--- config.mk ---
export PLATFORM = sky130hd
export DESIGN_NAME = cal_divider
export DESIGN_NICKNAME = d
export VERILOG_FILES = /design/src/rtl/cal_divider_pkg.sv /design/src/rtl/cal_prescaler.sv /design/src/rtl/cal_schedule.sv /design/src/rtl/cal_pins.sv /design/src/rtl/cal_divider.sv
export SDC_FILE = /design/constraint.sdc
export NUM_CORES = 1
export LEC_CHECK = 0
export BUFFER_PORTS_ARGS = -buffer_cell sky130_fd_sc_hd__buf_2
export CORE_MARGIN = 4
export CORE_UTILIZATION = 55
export DETAILED_ROUTE_END_ITERATION = 8
export GPL_TIMING_DRIVEN = 0
export PLACE_DENSITY = 0.74
export SLEW_MARGIN = 20
export SYNTH_ARGS = -nofsm -noshare
export SYNTH_HDL_FRONTEND = slang
export SYNTH_SLANG_ARGS = --single-unit
export TNS_END_PERCENT = 5
--- constraint.sdc ---
create_clock -name clk -period 3 [get_ports clk]
set_clock_uncertainty 0.2 [all_clocks]
set_input_delay 0.15 -clock clk [delete_from_list [all_inputs] [get_ports clk]]
set_output_delay 0.15 -clock clk [all_outputs]
set_load 0.01 [all_outputs]
--- src/rtl/cal_divider_pkg.sv ---
package cal_divider_pkg;

  localparam int CAL_MIN_PER_CYCLE = 64;
  localparam int CAL_MIN_W         = $clog2(CAL_MIN_PER_CYCLE);
  localparam int CAL_MAG_W         = 5;
  localparam int CAL_STAGE_W       = 8;   // divide-by-256 stage
  localparam int CAL_SKIP_POINT    = 127; // last count before a 128-cycle skip

  typedef struct packed {
    logic                 out_lvl;
    logic                 ft_en;
    logic                 sign_up;
    logic [CAL_MAG_W-1:0] mag;
  } cal_word_t;

endpackage

--- src/rtl/cal_prescaler.sv ---
module cal_prescaler
  import cal_divider_pkg::*;
#(
  parameter int PRE_W = 15
) (
  input  logic clk,
  input  logic rst,
  input  logic div_rst,
  input  logic run,
  input  logic adj_pos,
  input  logic adj_neg,
  output logic sec_wrap,
  output logic tick_o
);

  localparam int HI_W = PRE_W - CAL_STAGE_W;

  logic [CAL_STAGE_W-1:0] lo_q;
  logic [HI_W-1:0]        hi_q;
  logic                   blanked_q;

  logic hi_zero, hi_full, lo_full;
  logic skip_now, blank_now, carry;

  assign hi_zero   = (hi_q == '0);
  assign hi_full   = &hi_q;
  assign lo_full   = &lo_q;

  // positive trim: jump over 128 counts once, early in the second
  assign skip_now  = run && adj_pos && hi_zero &&
                     (lo_q == CAL_STAGE_W'(CAL_SKIP_POINT));
  // negative trim: swallow one carry into the upper stage
  assign blank_now = run && adj_neg && hi_zero && lo_full && !blanked_q;
  assign carry     = run && lo_full && !blank_now;
  assign sec_wrap  = carry && hi_full;

  always_ff @(posedge clk) begin
    if (rst || div_rst) begin
      lo_q      <= '0;
      hi_q      <= '0;
      blanked_q <= 1'b0;
      tick_o    <= 1'b0;
    end else begin
      tick_o <= sec_wrap;
      if (run) begin
        if (skip_now) begin
          lo_q <= '0;
          hi_q <= hi_q + HI_W'(1);
        end else begin
          lo_q <= lo_q + CAL_STAGE_W'(1);
          if (carry) hi_q <= hi_q + HI_W'(1);
        end
        if (blank_now)     blanked_q <= 1'b1;
        else if (sec_wrap) blanked_q <= 1'b0;
      end
    end
  end

  AST_STOP_FREEZE: assert property (@(posedge clk) disable iff (rst || div_rst)
    !run |=> ($stable(lo_q) && $stable(hi_q) && !tick_o));

  AST_POS_SKIP: assert property (@(posedge clk) disable iff (rst || div_rst)
    (run && adj_pos && hi_zero && lo_q == CAL_STAGE_W'(CAL_SKIP_POINT))
      |=> (lo_q == '0 && hi_q == HI_W'(1)));

  AST_NEG_BLANK: assert property (@(posedge clk) disable iff (rst || div_rst)
    (run && adj_neg && hi_zero && lo_full && !blanked_q)
      |=> (lo_q == '0 && hi_q == '0 && blanked_q));

  AST_SINGLE_TICK: assert property (@(posedge clk) disable iff (rst || div_rst)
    tick_o |=> !tick_o);

endmodule

--- src/rtl/cal_schedule.sv ---
module cal_schedule
  import cal_divider_pkg::*;
#(
  parameter int SEC_PER_MIN = 60
) (
  input  logic                 clk,
  input  logic                 rst,
  input  logic                 div_rst,
  input  logic                 sec_wrap,
  input  logic                 sign_up,
  input  logic [CAL_MAG_W-1:0] mag,
  output logic                 adj_pos,
  output logic                 adj_neg
);

  localparam int SW = (SEC_PER_MIN > 1) ? $clog2(SEC_PER_MIN) : 1;

  logic [SW-1:0]        sec_idx_q;
  logic [CAL_MIN_W-1:0] min_idx_q;
  logic                 sec_last, eligible;

  assign sec_last = (sec_idx_q == SW'(SEC_PER_MIN - 1));
  assign eligible = (sec_idx_q == '0) && (mag != '0) &&
                    ({1'b0, min_idx_q} < {1'b0, mag, 1'b0});
  assign adj_pos  = eligible && sign_up;
  assign adj_neg  = eligible && !sign_up;

  always_ff @(posedge clk) begin
    if (rst || div_rst) begin
      sec_idx_q <= '0;
      min_idx_q <= '0;
    end else if (sec_wrap) begin
      if (sec_last) begin
        sec_idx_q <= '0;
        min_idx_q <= min_idx_q + CAL_MIN_W'(1);
      end else begin
        sec_idx_q <= sec_idx_q + SW'(1);
      end
    end
  end

  AST_TRIM_WINDOW: assert property (@(posedge clk) disable iff (rst || div_rst)
    (adj_pos || adj_neg) |-> (min_idx_q < CAL_MIN_W'(62) && sec_idx_q == '0));

  AST_ZERO_MAG_IDLE: assert property (@(posedge clk) disable iff (rst)
    (mag == '0) |-> !(adj_pos || adj_neg));

  AST_MINUTE_STEP: assert property (@(posedge clk) disable iff (rst || div_rst)
    (sec_wrap && sec_last) |=> (min_idx_q == $past(min_idx_q) + CAL_MIN_W'(1)));

endmodule

--- src/rtl/cal_pins.sv ---
module cal_pins #(
  parameter int PRE_W = 15
) (
  input  logic clk,
  input  logic rst,
  input  logic div_rst,
  input  logic run,
  input  logic out_lvl,
  input  logic ft_en,
  input  logic ofie,
  input  logic osc_fail,
  output logic ft_o,
  output logic out_o
);

  localparam int HALF_W = PRE_W - 10; // half period of 512 Hz = 2^(PRE_W-10)

  logic test_mode;
  logic phase_q;

  assign test_mode = run && out_lvl && ft_en;

  generate
    if (HALF_W == 0) begin : g_fast
      always_ff @(posedge clk) begin
        if (rst || div_rst)  phase_q <= 1'b0;
        else if (run)        phase_q <= !phase_q;
      end
    end else begin : g_count
      logic [HALF_W-1:0] half_q;
      always_ff @(posedge clk) begin
        if (rst || div_rst) begin
          half_q  <= '0;
          phase_q <= 1'b0;
        end else if (run) begin
          half_q <= half_q + HALF_W'(1);
          if (&half_q) phase_q <= !phase_q;
        end
      end
    end
  endgenerate

  always_ff @(posedge clk) begin
    if (rst) begin
      ft_o  <= 1'b1;
      out_o <= 1'b1;
    end else begin
      ft_o  <= !test_mode || phase_q;
      out_o <= ofie ? !osc_fail : out_lvl;
    end
  end

  AST_FT_RELEASED: assert property (@(posedge clk) disable iff (rst)
    !test_mode |=> ft_o);

  AST_OUT_FOLLOWS: assert property (@(posedge clk) disable iff (rst)
    !ofie |=> (out_o == $past(out_lvl)));

  AST_FAIL_LOW: assert property (@(posedge clk) disable iff (rst)
    (ofie && osc_fail) |=> !out_o);

  AST_FAIL_CLEAR: assert property (@(posedge clk) disable iff (rst)
    (ofie && !osc_fail) |=> out_o);

endmodule

--- src/rtl/cal_divider.sv ---
module cal_divider
  import cal_divider_pkg::*;
#(
  parameter int PRE_W       = 15,
  parameter int SEC_PER_MIN = 60
) (
  input  logic       clk,
  input  logic       rst,
  input  logic       div_rst,
  input  logic [7:0] cal_reg,
  input  logic       stop,
  input  logic       ofie,
  input  logic       osc_fail,
  output logic       sec_tick,
  output logic       ft_o,
  output logic       out_o
);

  cal_word_t cw;
  logic      run, sec_wrap, adj_pos, adj_neg;

  assign cw  = cal_word_t'(cal_reg);
  assign run = !stop;

  cal_prescaler #(.PRE_W(PRE_W)) u_pre (
    .clk      (clk),
    .rst      (rst),
    .div_rst  (div_rst),
    .run      (run),
    .adj_pos  (adj_pos),
    .adj_neg  (adj_neg),
    .sec_wrap (sec_wrap),
    .tick_o   (sec_tick)
  );

  cal_schedule #(.SEC_PER_MIN(SEC_PER_MIN)) u_sched (
    .clk      (clk),
    .rst      (rst),
    .div_rst  (div_rst),
    .sec_wrap (sec_wrap),
    .sign_up  (cw.sign_up),
    .mag      (cw.mag),
    .adj_pos  (adj_pos),
    .adj_neg  (adj_neg)
  );

  cal_pins #(.PRE_W(PRE_W)) u_pins (
    .clk      (clk),
    .rst      (rst),
    .div_rst  (div_rst),
    .run      (run),
    .out_lvl  (cw.out_lvl),
    .ft_en    (cw.ft_en),
    .ofie     (ofie),
    .osc_fail (osc_fail),
    .ft_o     (ft_o),
    .out_o    (out_o)
  );

  AST_RESET_RELEASED: assert property (@(posedge clk)
    $past(rst) |-> (out_o && ft_o && !sec_tick));

endmodule

---- Word-level counts from Yosys, hierarchy flattened ----
Cells that the tools add are included.
cells by class
  magnitude comparators ................... 1
  equal/unequal tests ..................... 2
  reductions and logical operators ........ 36
  muxes and demuxes ....................... 7
  bitwise gates (word level) .............. 1
  $add $sub $neg .......................... 5
operator list
  operator               number
  $logic_and A1 B1 Y1    16
  $mux W7                2
  $add A6 B1 Y6 const B  2
  $add A8 B1 Y8 const B  1
  $eq A8 B7 Y1 const B   1
  $mux W8                1
  $reduce_and A8 Y1      1
  $add A7 B1 Y7 const B  1
  $logic_not A1 Y1       7
  $logic_not A7 Y1       1
  $reduce_and A7 Y1      1
  $eq A6 B6 Y1 const B   1
  $logic_not A6 Y1       1
  $lt A6 B6 Y1           1
  $mux W6                1
  $reduce_and A2 Y1      3
  $reduce_and A6 Y1      1
  $add A5 B1 Y5 const B  1
  $reduce_bool A5 Y1     1
  $reduce_bool A2 Y1     2
  $mux W1                3
  $logic_or A1 B1 Y1     2
  $not A1 Y1             1
storage, ports and cells
  word-level logic and storage cells ...... 62
  output and inout port bits .............. 3
  flip-flop bits (word level) ............. 37
  input bits .............................. 14

---- Depth between registers and ports, before layout ----
Gate-level depths: netlist of the first run.
  word-level depth ........................ 13
  gate-level depth with buffers ........... 9
  depth with buffers taken out ............ 8

---- Cells and area by module ----
A second synthesis of the first run with hierarchy kept.
second synthesis, totals
  cells, all modules ...................... 221
  area total of the unflattened synthesis .. 1969.4 µm²
modules (own cells, without submodules)
  module         area each (µm²)  instances  seq. area each (µm²)  cells each
  cal_prescaler  883.3            1          340.3                 101
  cal_schedule   744.5            1          240.2                 85
  cal_pins       337.8            1          160.2                 34
  cal_divider    3.8              1          0.0                   1

---- Worst setup path before layout of the first run ----
Ideal clock, no wire load.
  path kind ............................... flip-flop to flip-flop
  start ................................... register u_sched.min_idx_q[3]
  end ..................................... register u_pre.hi_q[4]
  path slack .............................. 796 ps
  cell stages (with the launch flop) ...... 9
  data arrival time ....................... 1935 ps
  clock period less this slack ............ 2204 ps
  library setup time ...................... 70 ps
  buffers on the path ..................... 1
  data required time ...................... 2730 ps
  cells stage by stage .................... dfxtp_1 > ha_1 > a21oi_1 > o21ai_4 > a2111oi_2 > a211oi_2 > buf_6 > or3_1 > a21oi_1
on the way
  cells in the longest elaborated chain, start to end .. 11
  elaborated cells on any way between the ends .. 16
  classes of those cells .................. 1 x order compare; 1 x mux; 14 x reduce/logical
RTL lines
  item                                 RTL line             text
  from (decl)                          cal_schedule.sv:19   logic [CAL_MIN_W-1:0] min_idx_q;
  from (signal assigned)               cal_schedule.sv:35   min_idx_q <= min_idx_q + CAL_MIN_W'(1);
  $lt A6 B6 Y1 (*)                     cal_schedule.sv:24   ({1'b0, min_idx_q} < {1'b0, mag, 1'b0});
  $logic_and A1 B1 Y1 (*)              cal_schedule.sv:23   assign eligible = (sec_idx_q == '0) && (mag != '0) &&
  $logic_and A1 B1 Y1                  cal_schedule.sv:26   assign adj_neg = eligible && !sign_up;
  $logic_and A1 B1 Y1 (4 in a row)     cal_prescaler.sv:33  assign blank_now = run && adj_neg && hi_zero && lo_full && !blanked_q;
  $logic_not A1 Y1                     cal_prescaler.sv:34  assign carry = run && lo_full && !blank_now;
  $logic_and A1 B1 Y1                  cal_prescaler.sv:34
  $reduce_bool A2 Y1 (no source line)  --
  $reduce_and A2 Y1 (no source line)   --
  to (signal assigned)                 cal_prescaler.sv:48  hi_q <= hi_q + HI_W'(1);
  to (signal assigned)                 cal_prescaler.sv:51  if (carry) hi_q <= hi_q + HI_W'(1);
  to (decl)                            cal_prescaler.sv:19  logic [HI_W-1:0] hi_q;
Every way passes the cells marked *; elsewhere a longest branch is shown, timed or not.
A chain may end at the register's enable or synchronous reset.

---- Worst setup path after layout of the first run ----
  start ................................... register u_sched.min_idx_q[3]
  end ..................................... register u_pre.lo_q[0]
on the way
  cells in the longest elaborated chain, start to end .. 7
RTL lines
  item                              RTL line             text
  $lt A6 B6 Y1                      cal_schedule.sv:24
  $logic_and A1 B1 Y1               cal_schedule.sv:23
  $logic_and A1 B1 Y1               cal_schedule.sv:25   assign adj_pos = eligible && sign_up;
  $logic_and A1 B1 Y1 (3 in a row)  cal_prescaler.sv:30  assign skip_now = run && adj_pos && hi_zero &&
  $mux W8                           cal_prescaler.sv:46  if (skip_now) begin
  to (signal assigned)              cal_prescaler.sv:50  lo_q <= lo_q + CAL_STAGE_W'(1);
  to (decl)                         cal_prescaler.sv:18  logic [CAL_STAGE_W-1:0] lo_q;
Every way passes these cells.

==> PnR_summary.wiki, run 1 <==
{| class="wikitable"
! Metric !! Value
|-
| Floorplan Core Area || 0.00336 mm2
|-
| Adder-Cell Fraction of Synth Area || under 10%
|-
| Kind of end point of the critical path || register
|-
| Syn Area/Cell || 8.84 um2
|-
| Global placement routability congestion || 0.751
|-
| CTS root buf || sky130_fd_sc_hd__clkbuf_4
|-
| Min Tclk post-route || approximately 2500 ps
|-
| Largest fanout on the critical path || 6
|-
| Dominant combinational cell family by area after synthesis || simple AND/OR/NAND/NOR gates
|-
| Global-route wire length before repair || 6250 um
|-
| Post-synthesis cell count || 220
|-
| Later-pin clock latency in the skew report || about 360 ps
|-
| Mux share of post-synthesis cell area || 1.03%
|-
| Router iterations before antenna repair || 4
|-
| Smallest hold slack || 25.9 ps
|-
| DRT iter0 DRCs || 57
|-
| Detailed Route WL || 3660 um
|-
| Signed area change from the synthesized netlist to the final layout || 12.7%
|-
| Share of the synthesized area in compound gates (AO/OA/AOI/OAI) || 12.8%
|-
| Final Setup Violations || 0
|-
| Area of all placed cells without fillers || 0.00219 mm2
|-
| Share of layout cells above drive strength 1 || around a fifth
|-
| Transition time at the pin with the least slew margin || between 700 and 800 ps
|-
| Number of warning messages in the yosys log || 0
|-
| Count of instances resized after the clock tree is built || 0
|-
| EDFF count, synth || 0
|-
| Global router's overall resource usage || 18.1%
|-
| Worst Setup Path Type || reg2reg
|-
| Antenna Cells || 0
|-
| Most used flip-flop cell after synthesis || sky130_fd_sc_hd__dfxtp_1
|-
| Total power density per cell area || 378 mW/mm2
|-
| Leakage power || 0.839 nW
|-
| Proportion of synthesized chip area in sequential cells || 38.1%
|-
| Number of port buffers || 16
|-
| Via count of the first global-routing pass || approximately 1,500
|-
| Post-CTS Setup Repair Bufs || 0
|-
| Half-perimeter wire length after detailed placement || 2650 um
|-
| # Max-Cap Violations || 0
|-
| Cell variety after synth || between 50 and 60
|-
| Die boundary width || 67.5 um
|-
| Run status || completed
|-
| Worst setup slack after layout || 549 ps
|-
| Cell area reported after detailed placement || around 0.0021 mm2
|-
| Number of nets in the synthesized netlist || 245
|-
| Overall die area || 0.00455 mm2
|-
| Filler cell count || 312
|-
| TritonCTS clock tree || built
|-
| Setup TNS || 0 ps
|-
| Via/cell ratio || between 5 and 6
|-
| Ys async rst share || 0%
|-
| CP required || 3020 ps
|-
| Hold Vio Cnt, Final || 0
|-
| Total grt overflow || 0
|-
| Number of buffers between clock root and the deepest sink || 2
|-
| Number of clock sinks seen by CTS || 37
|-
| Buffers and inverters on the worst path || 0
|-
| Arrival @ worst endpoint || 2470 ps
|-
| Synth Register Bits || 37
|-
| Unrepaired setup endpoints after global routing || no
|-
| F_max || 408 MHz
|-
| Worst-case vdd ir drop || ~0.32 mV
|-
| DR DRC count || 0
|-
| Pins over their slew limit || 0
|-
| Post-Synth Simple-Gate Area || 29.4%
|-
| Net count of the finished layout || 273
|-
| Wire length per cell || 12.4 um
|-
| Max incr delay on CP || 690 ps
|-
| Hold-fix buffer count after cts || 5
|-
| TritonCTS Buffers || 5
|-
| Seq. cell area || 741 um2
|-
| Headroom to the max-slew limit || 46.7%
|-
| Cell type group with the largest total delay on the critical path || compound AO/OA/AOI/OAI gates
|-
| H-Tree Level Count || 2
|-
| Area of the mapped netlist || 0.00194 mm2
|-
| Number of nets with antenna violations after detailed routing || 0
|-
| Critical path cell sequence || ha_1 > a21oi_1 > o21ai_4 > a211o_2 > o31ai_1 > nor2_1
|-
| Via Count || about 1,600
|-
| Slowest cell on the critical path || sky130_fd_sc_hd__o31ai_1
|-
| Initial antenna violation count || 0
|-
| Setup slack at placement || 504 ps
|-
| Xor and xnor fraction of the mapped netlist area || 6.76%
|-
| Area occupied by multi-input gates || 0.00111 mm2
|-
| Hold Crit Class || in2reg
|-
| Standard-cell rows || 21
|-
| Starting density of the core || between 50% and 60%
|-
| Die height || 67.5 um
|-
| Clock slew seen by the registers of the worst setup and hold paths || 120 ps
|-
| Part of the cycle the worst path needs || between 80% and 90%
|-
| Number of top-level pins || 17
|-
| Element type at the critical path start || register
|-
| Pin count of the biggest net entering global routing || 12
|}
-- worst register-to-register path, delay by kind of cell, from the launching register on --
family          cells  cell delay (ps)
fa+ha+maj           1              270
compound gates      4             1350
simple gates        1              100
flops               1              410
-- through the flow --
stage                     total power (W)  utilization, %  cells
after global routing             0.000863            65.1    294
after CTS                        0.000835            65.1    294
after detailed placement         0.000561            61.9    282
after floorplan                  0.000541               -    220
final                            0.000829            65.1    294
after global placement           0.000560            61.9    282
-- area by class of cell --
type	count	area share, %
timing repair buffer	21	5.94
sequential	37	33.8
multi-input combinational	166	50.7
buffer	9	2.91
tap	46	2.63
inverter	8	1.37
clock buffer	6	2.34
clock inverter	1	0.343
-- worst paths after layout --
check,start,endpoint,slack [ps],cells after the start
hold / removal,cal_reg[5],u_pre.blanked_q,30,5
hold reg to reg,u_pins.phase_q,u_pins.ft_o,300,1
setup / recovery,u_sched.min_idx_q[3],u_pre.lo_q[0],550,6
setup reg to reg,u_sched.min_idx_q[3],u_pre.lo_q[0],550,6
-- report_power, final --
group / total, W / internal [W] / leakage, nW / switching [W]
Combinational: 0.0000590 / 0.0000284 / 0.510 / 0.0000307
Clock: 0.000274 / 0.000110 / 0.0303 / 0.000165
Sequential: 0.000496 / 0.000494 / 0.299 / 0.00000172
Total: 0.000829 / 0.000632 / 0.839 / 0.000197
-- flip-flops by register name, indices dropped and copies added (netlist names) --
signal,flops
u_pre.lo_q,8
u_pre.hi_q,7
u_sched.min_idx_q,6
u_sched.sec_idx_q,6
u_pins.g_count.half_q,5
u_pins.ft_o,1
u_pins.out_o,1
u_pins.phase_q,1
u_pre.blanked_q,1
u_pre.tick_o,1
-- synthesized netlist by cell type (2+ instances only) --
library cell	instances	area (um2)
sky130_fd_sc_hd__dfxtp_1	37	741
sky130_fd_sc_hd__nor2_1	27	101
sky130_fd_sc_hd__nand2_1	21	78.8
sky130_fd_sc_hd__ha_1	11	138
sky130_fd_sc_hd__a21oi_1	10	50.1
sky130_fd_sc_hd__inv_1	8	30.0
sky130_fd_sc_hd__xor2_1	8	70.1
sky130_fd_sc_hd__xnor2_1	7	61.3
sky130_fd_sc_hd__nand3_1	6	30.0
sky130_fd_sc_hd__nand4_1	5	31.3
sky130_fd_sc_hd__o21ai_1	5	25.0
sky130_fd_sc_hd__nor2b_1	4	25.0
sky130_fd_sc_hd__nor4_1	4	25.0
sky130_fd_sc_hd__or3_1	4	25.0
sky130_fd_sc_hd__a21oi_2	3	26.3
sky130_fd_sc_hd__and3_1	3	18.8
sky130_fd_sc_hd__buf_2	3	15.0
sky130_fd_sc_hd__buf_6	3	33.8
sky130_fd_sc_hd__nand2b_1	3	18.8
sky130_fd_sc_hd__nor3_1	3	15.0
sky130_fd_sc_hd__o21ai_0	3	15.0
sky130_fd_sc_hd__or2_2	3	18.8
sky130_fd_sc_hd__or3_2	3	22.5
sky130_fd_sc_hd__a311oi_1	2	17.5
sky130_fd_sc_hd__clkbuf_1	2	7.51
sky130_fd_sc_hd__mux2i_1	2	20.0
sky130_fd_sc_hd__o211ai_1	2	15.0
sky130_fd_sc_hd__o31ai_1	2	15.0
sky130_fd_sc_hd__or4_1	2	15.0
-- cell families after synthesis --
kind of cell             count (synthesis)
multiplexers                             2
flip-flops                              37
buffers and inverters                   17
AND/OR/NAND/NOR                        103
XOR/XNOR                                15
adder cells (fa/ha/maj)                 11
AO/OA/AOI/OAI                           35
-- routing by layer --
layer  wire (um)  vias to the layer above  GRT usage, %
li1            -                      824             -
met1        1740                      724          22.9
met2        1770                       12          29.8
met3         125                        4          5.99
met4          29                        0          3.80
met5           0                        -             0
-- cells in the final DEF (no fill, tap or decap), types with 5 or more instances in the layout --
master | synthesis | routed
sky130_fd_sc_hd__dfxtp_1 | 37 | 37
sky130_fd_sc_hd__nor2_1 | 27 | 27
sky130_fd_sc_hd__nand2_1 | 21 | 21
sky130_fd_sc_hd__buf_2 | 3 | 19
sky130_fd_sc_hd__ha_1 | 11 | 11
sky130_fd_sc_hd__a21oi_1 | 10 | 10
sky130_fd_sc_hd__inv_1 | 8 | 8
sky130_fd_sc_hd__xor2_1 | 8 | 8
sky130_fd_sc_hd__xnor2_1 | 7 | 7
sky130_fd_sc_hd__nand3_1 | 6 | 6
sky130_fd_sc_hd__nand4_1 | 5 | 5
sky130_fd_sc_hd__o21ai_1 | 5 | 5
sky130_fd_sc_hd__clkbuf_4 | 0 | 5
sky130_fd_sc_hd__dlygate4sd3_1 | 0 | 5
(Power assumes the default switching activity.)
==> inputs of run 2 (changes only) <==
Settings changed: CORE_UTILIZATION 55 to 53, PLACE_DENSITY 0.74 to 0.75.
Clock period 3 ns to 2.1 ns, I/O delays scaled along.
==> run 2 against run 1 <==
- the run now ends with setup timing left
- register-to-register slack got worse by 680 ps
- global-route usage rose by 1.4 points
- wire length grew 12%
- combinational power grew 65%
- worst hold slack improved by 37 ps
- setup slack lost 680 ps
- die area rose by 3.3%
- power up 55%
- flip-flop and latch count is the same
- utilization grew 6.0 points
==> PnR_summary.wiki, run 2 (synthesis results as in run 1) <==
{| class="wikitable"
! Metric !! Value
|-
| Initial antenna violation count || 0 (unchanged)
|-
| Register with the highest flop count || u_pre.lo_q (unchanged)
|-
| Clock network fraction of design power || 37.5% (was 33.1%)
|-
| Combinational share of power || 7.6% (was 7.1%)
|-
| Final Core Density || 71.1% (was 65.1%)
|-
| H-Tree Level Count || 2 (unchanged)
|-
| Violations in the final reports || setup timing
|-
| # Max-Cap Violations || 0 (unchanged)
|-
| Later-pin clock latency in the skew report || 290 ps (was 360 ps)
|-
| Antenna Cells || 0 (unchanged)
|-
| Net count of the finished layout || 279 (was 273)
|-
| Leading registers by flop count || u_pre.lo_q x8, u_pre.hi_q x7 (unchanged)
|-
| CP required || 2120 ps (was 3020 ps)
|-
| Number of port buffers || 16 (unchanged)
|-
| Arrival @ worst endpoint || 2250 ps (was 2470 ps)
|-
| Signed area change from the synthesized netlist to the final layout || 25.9% (was 12.7%)
|-
| Psw || 0.000305 W (was 0.000197 W)
|-
| Max incr delay on CP || 390 ps (was 690 ps)
|-
| Global-route wire length before repair || 6820 um (was 6250 um)
|-
| Clock slew seen by the registers of the worst setup and hold paths || 70 ps (was 120 ps)
|-
| Worst setup slack after layout || -130 ps (was 549 ps)
|-
| Via/cell ratio || 5.42 (was 5.32)
|-
| Half-perimeter wire length after detailed placement || 2740 um (was 2650 um)
|-
| Starting density of the core || 56.5% (was 57.8%)
|-
| Cell type group with the largest total delay on the critical path || simple AND/OR/NAND/NOR gates (was compound AO/OA/AOI/OAI gates)
|-
| Number of flip-flops under the largest register name || 8 (unchanged)
|-
| F_max || 448 MHz (was 408 MHz)
|-
| Number of top-level pins || 17 (unchanged)
|-
| Total power density per cell area || 524 mW/mm2 (was 378 mW/mm2)
|-
| Smallest hold slack || 63.0 ps (was 25.9 ps)
|-
| Pin count of the biggest net entering global routing || 13 (was 12)
|-
| Largest fanout on the critical path || 9 (was 6)
|-
| Internal portion of total power || 0.000979 W (was 0.000632 W)
|-
| Wire length per cell || 13.6 um (was 12.4 um)
|-
| Unrepaired setup endpoints after global routing || yes (was no)
|-
| Non-Filler Instances || 301 (was 294)
|-
| Detailed Route WL || 4080 um (was 3660 um)
|-
| Min Tclk post-route || 2230 ps (was 2450 ps)
|-
| Kind of end point of the critical path || register (unchanged)
|-
| Final Setup Violations || 14 (was 0)
|-
| Hold Vio Cnt, Final || 0 (unchanged)
|-
| Critical path cell sequence || buf_4 > ha_1 > and3_1 > and3_4 > and4_1 > buf_6 > nand3_2 > or3_4 > a21oi_2 (was ha_1 > a21oi_1 > o21ai_4 > a211o_2 > o31ai_1 > nor2_1)
|-
| Via Count || 1,630 (was 1,564)
|-
| Die height || 68.6 um (was 67.5 um)
|-
| Global router's overall resource usage || 19.5% (was 18.1%)
|-
| Worst-case vdd ir drop || 0.420 mV (was 0.317 mV)
|-
| Share of layout cells above drive strength 1 || 32.5% (was 21.0%)
|-
| Number of clock sinks seen by CTS || 37 (unchanged)
|-
| Setup slack at placement || -436 ps (was 504 ps)
|-
| Slowest cell on the critical path || sky130_fd_sc_hd__or3_4 (was sky130_fd_sc_hd__o31ai_1)
|-
| Floorplan Core Area || 0.00344 mm2 (was 0.00336 mm2)
|-
| Worst Setup Path Type || reg2reg (unchanged)
|-
| Element type at the critical path start || register (unchanged)
|-
| Leakage power || 0.934 nW (was 0.839 nW)
|-
| DRT iter0 DRCs || 82 (was 57)
|-
| Number of buffers between clock root and the deepest sink || 2 (unchanged)
|-
| Via count of the first global-routing pass || 1,556 (was 1,481)
|-
| Total grt overflow || 0 (unchanged)
|-
| Router iterations before antenna repair || 4 (unchanged)
|-
| Run status || complete, but fails checks (was completed)
|-
| Standard-cell rows || 21 (unchanged)
|-
| Headroom to the max-slew limit || 63.2% (was 46.7%)
|-
| Leading cell types in the layout, fill and taps excluded || sky130_fd_sc_hd__nor2_1, sky130_fd_sc_hd__dfxtp_1, sky130_fd_sc_hd__nand2_1 (was sky130_fd_sc_hd__dfxtp_1, sky130_fd_sc_hd__nor2_1, sky130_fd_sc_hd__nand2_1)
|-
| TritonCTS clock tree || built (unchanged)
|-
| Flop pwr share || 55.0% (was 59.8%)
|-
| Die boundary width || 68.6 um (was 67.5 um)
|-
| Placed cells || 282 (unchanged)
|-
| Global placement routability congestion || 0.783 (was 0.751)
|-
| DR DRC count || 0 (unchanged)
|-
| Number of nets with antenna violations after detailed routing || 0 (unchanged)
|-
| CTS root buf || sky130_fd_sc_hd__clkbuf_8 (was sky130_fd_sc_hd__clkbuf_4)
|-
| Buffers and inverters on the worst path || 2 (was 0)
|-
| TritonCTS Buffers || 5 (unchanged)
|-
| Overall die area || 0.00470 mm2 (was 0.00455 mm2)
|-
| Hold Crit Class || in2reg (unchanged)
|-
| Pins over their slew limit || 0 (unchanged)
|-
| Part of the cycle the worst path needs || 106% (was 81.7%)
|-
| Transition time at the pin with the least slew margin || 549 ps (was 793 ps)
|-
| Net switching share of the total power || 23.7% (was 23.8%)
|}
==> run 2: cell count changes in the layout (fill, tap and decap cells not counted), sizes merged <==
cell    delta
clkinv     +2
clkbuf     -1
buf        +6
==> run 2: power by group through the flow <==
stage / registers (W) / logic, W / clock network (W)
6_report: 0.000705 / 0.0000971 / 0.000481
5_1_grt: 0.000706 / 0.000107 / 0.000523
4_1_cts: 0.000707 / 0.0000958 / 0.000491
3_5_place_dp: 0.000724 / 0.0000816 / 0
3_3_place_gp: 0.000724 / 0.0000806 / 0
2_1_floorplan: 0.000725 / 0.0000520 / 0
==> run 2: final timing paths <==
check / slack (ps) / depth (start not counted) / start / to
setup / recovery: -130 / 9 / u_pre.hi_q[0] / u_sched.min_idx_q[4]
hold / removal: 60 / 5 / cal_reg[5] / u_pre.blanked_q
setup reg to reg: -130 / 9 / u_pre.hi_q[0] / u_sched.min_idx_q[4]
hold reg to reg: 290 / 1 / u_pins.phase_q / u_pins.ft_o
==> run 2: per-layer routing <==
metal | track usage, % | part of all wire [%] | wire (um)
met5 | 0 | 0 | 0
met4 | 6.95 | 1.6 | 64
met2 | 33.1 | 50 | 2050
met1 | 23.6 | 45 | 1850
met3 | 5.02 | 2.8 | 114
==> run 2: timing repair <==
action / 4_1_cts / 5_1_grt
pin swaps: 11 / 3
buffers inserted: 5 / 0
endpoints found under the hold margin: 4 / 0
endpoints found under the setup margin: 16 / 16
cloned: 1 / 0
gates resized for setup: 27 / 11
hold buffers: 5 / 0
==> run 2: cell type report <==
type	count	area, um2
Clock inverter	3	17.5
Timing Repair Buffer	27	179
Fill cell	273	993
Clock buffer	5	68.8
Tap cell	46	57.6
Multi-Input combinational cell	166	1270
Sequential cell	37	759
Buffer	9	67.6
Inverter	8	30.0
==> run 2: worst register-to-register path, delay by kind of cell (launching register included) <==
family	cells	cell delay, ps
fa+ha+maj	1	160
compound gates	1	130
simple gates	5	1120
flops	1	330
buf+inv	2	240
==> run 2: per-stage QoR <==
step | setup TNS (ps) | total power, W | cell area (um2)
6_report | -950 | 0.00128 | 2450
5_1_grt | -2790 | 0.00134 | 2450
4_1_cts | -637 | 0.00129 | 2400
3_5_place_dp | -4310 | 0.000806 | 2120
3_3_place_gp | -4070 | 0.000805 | 2120
2_1_floorplan | -502 | 0.000777 | 1980
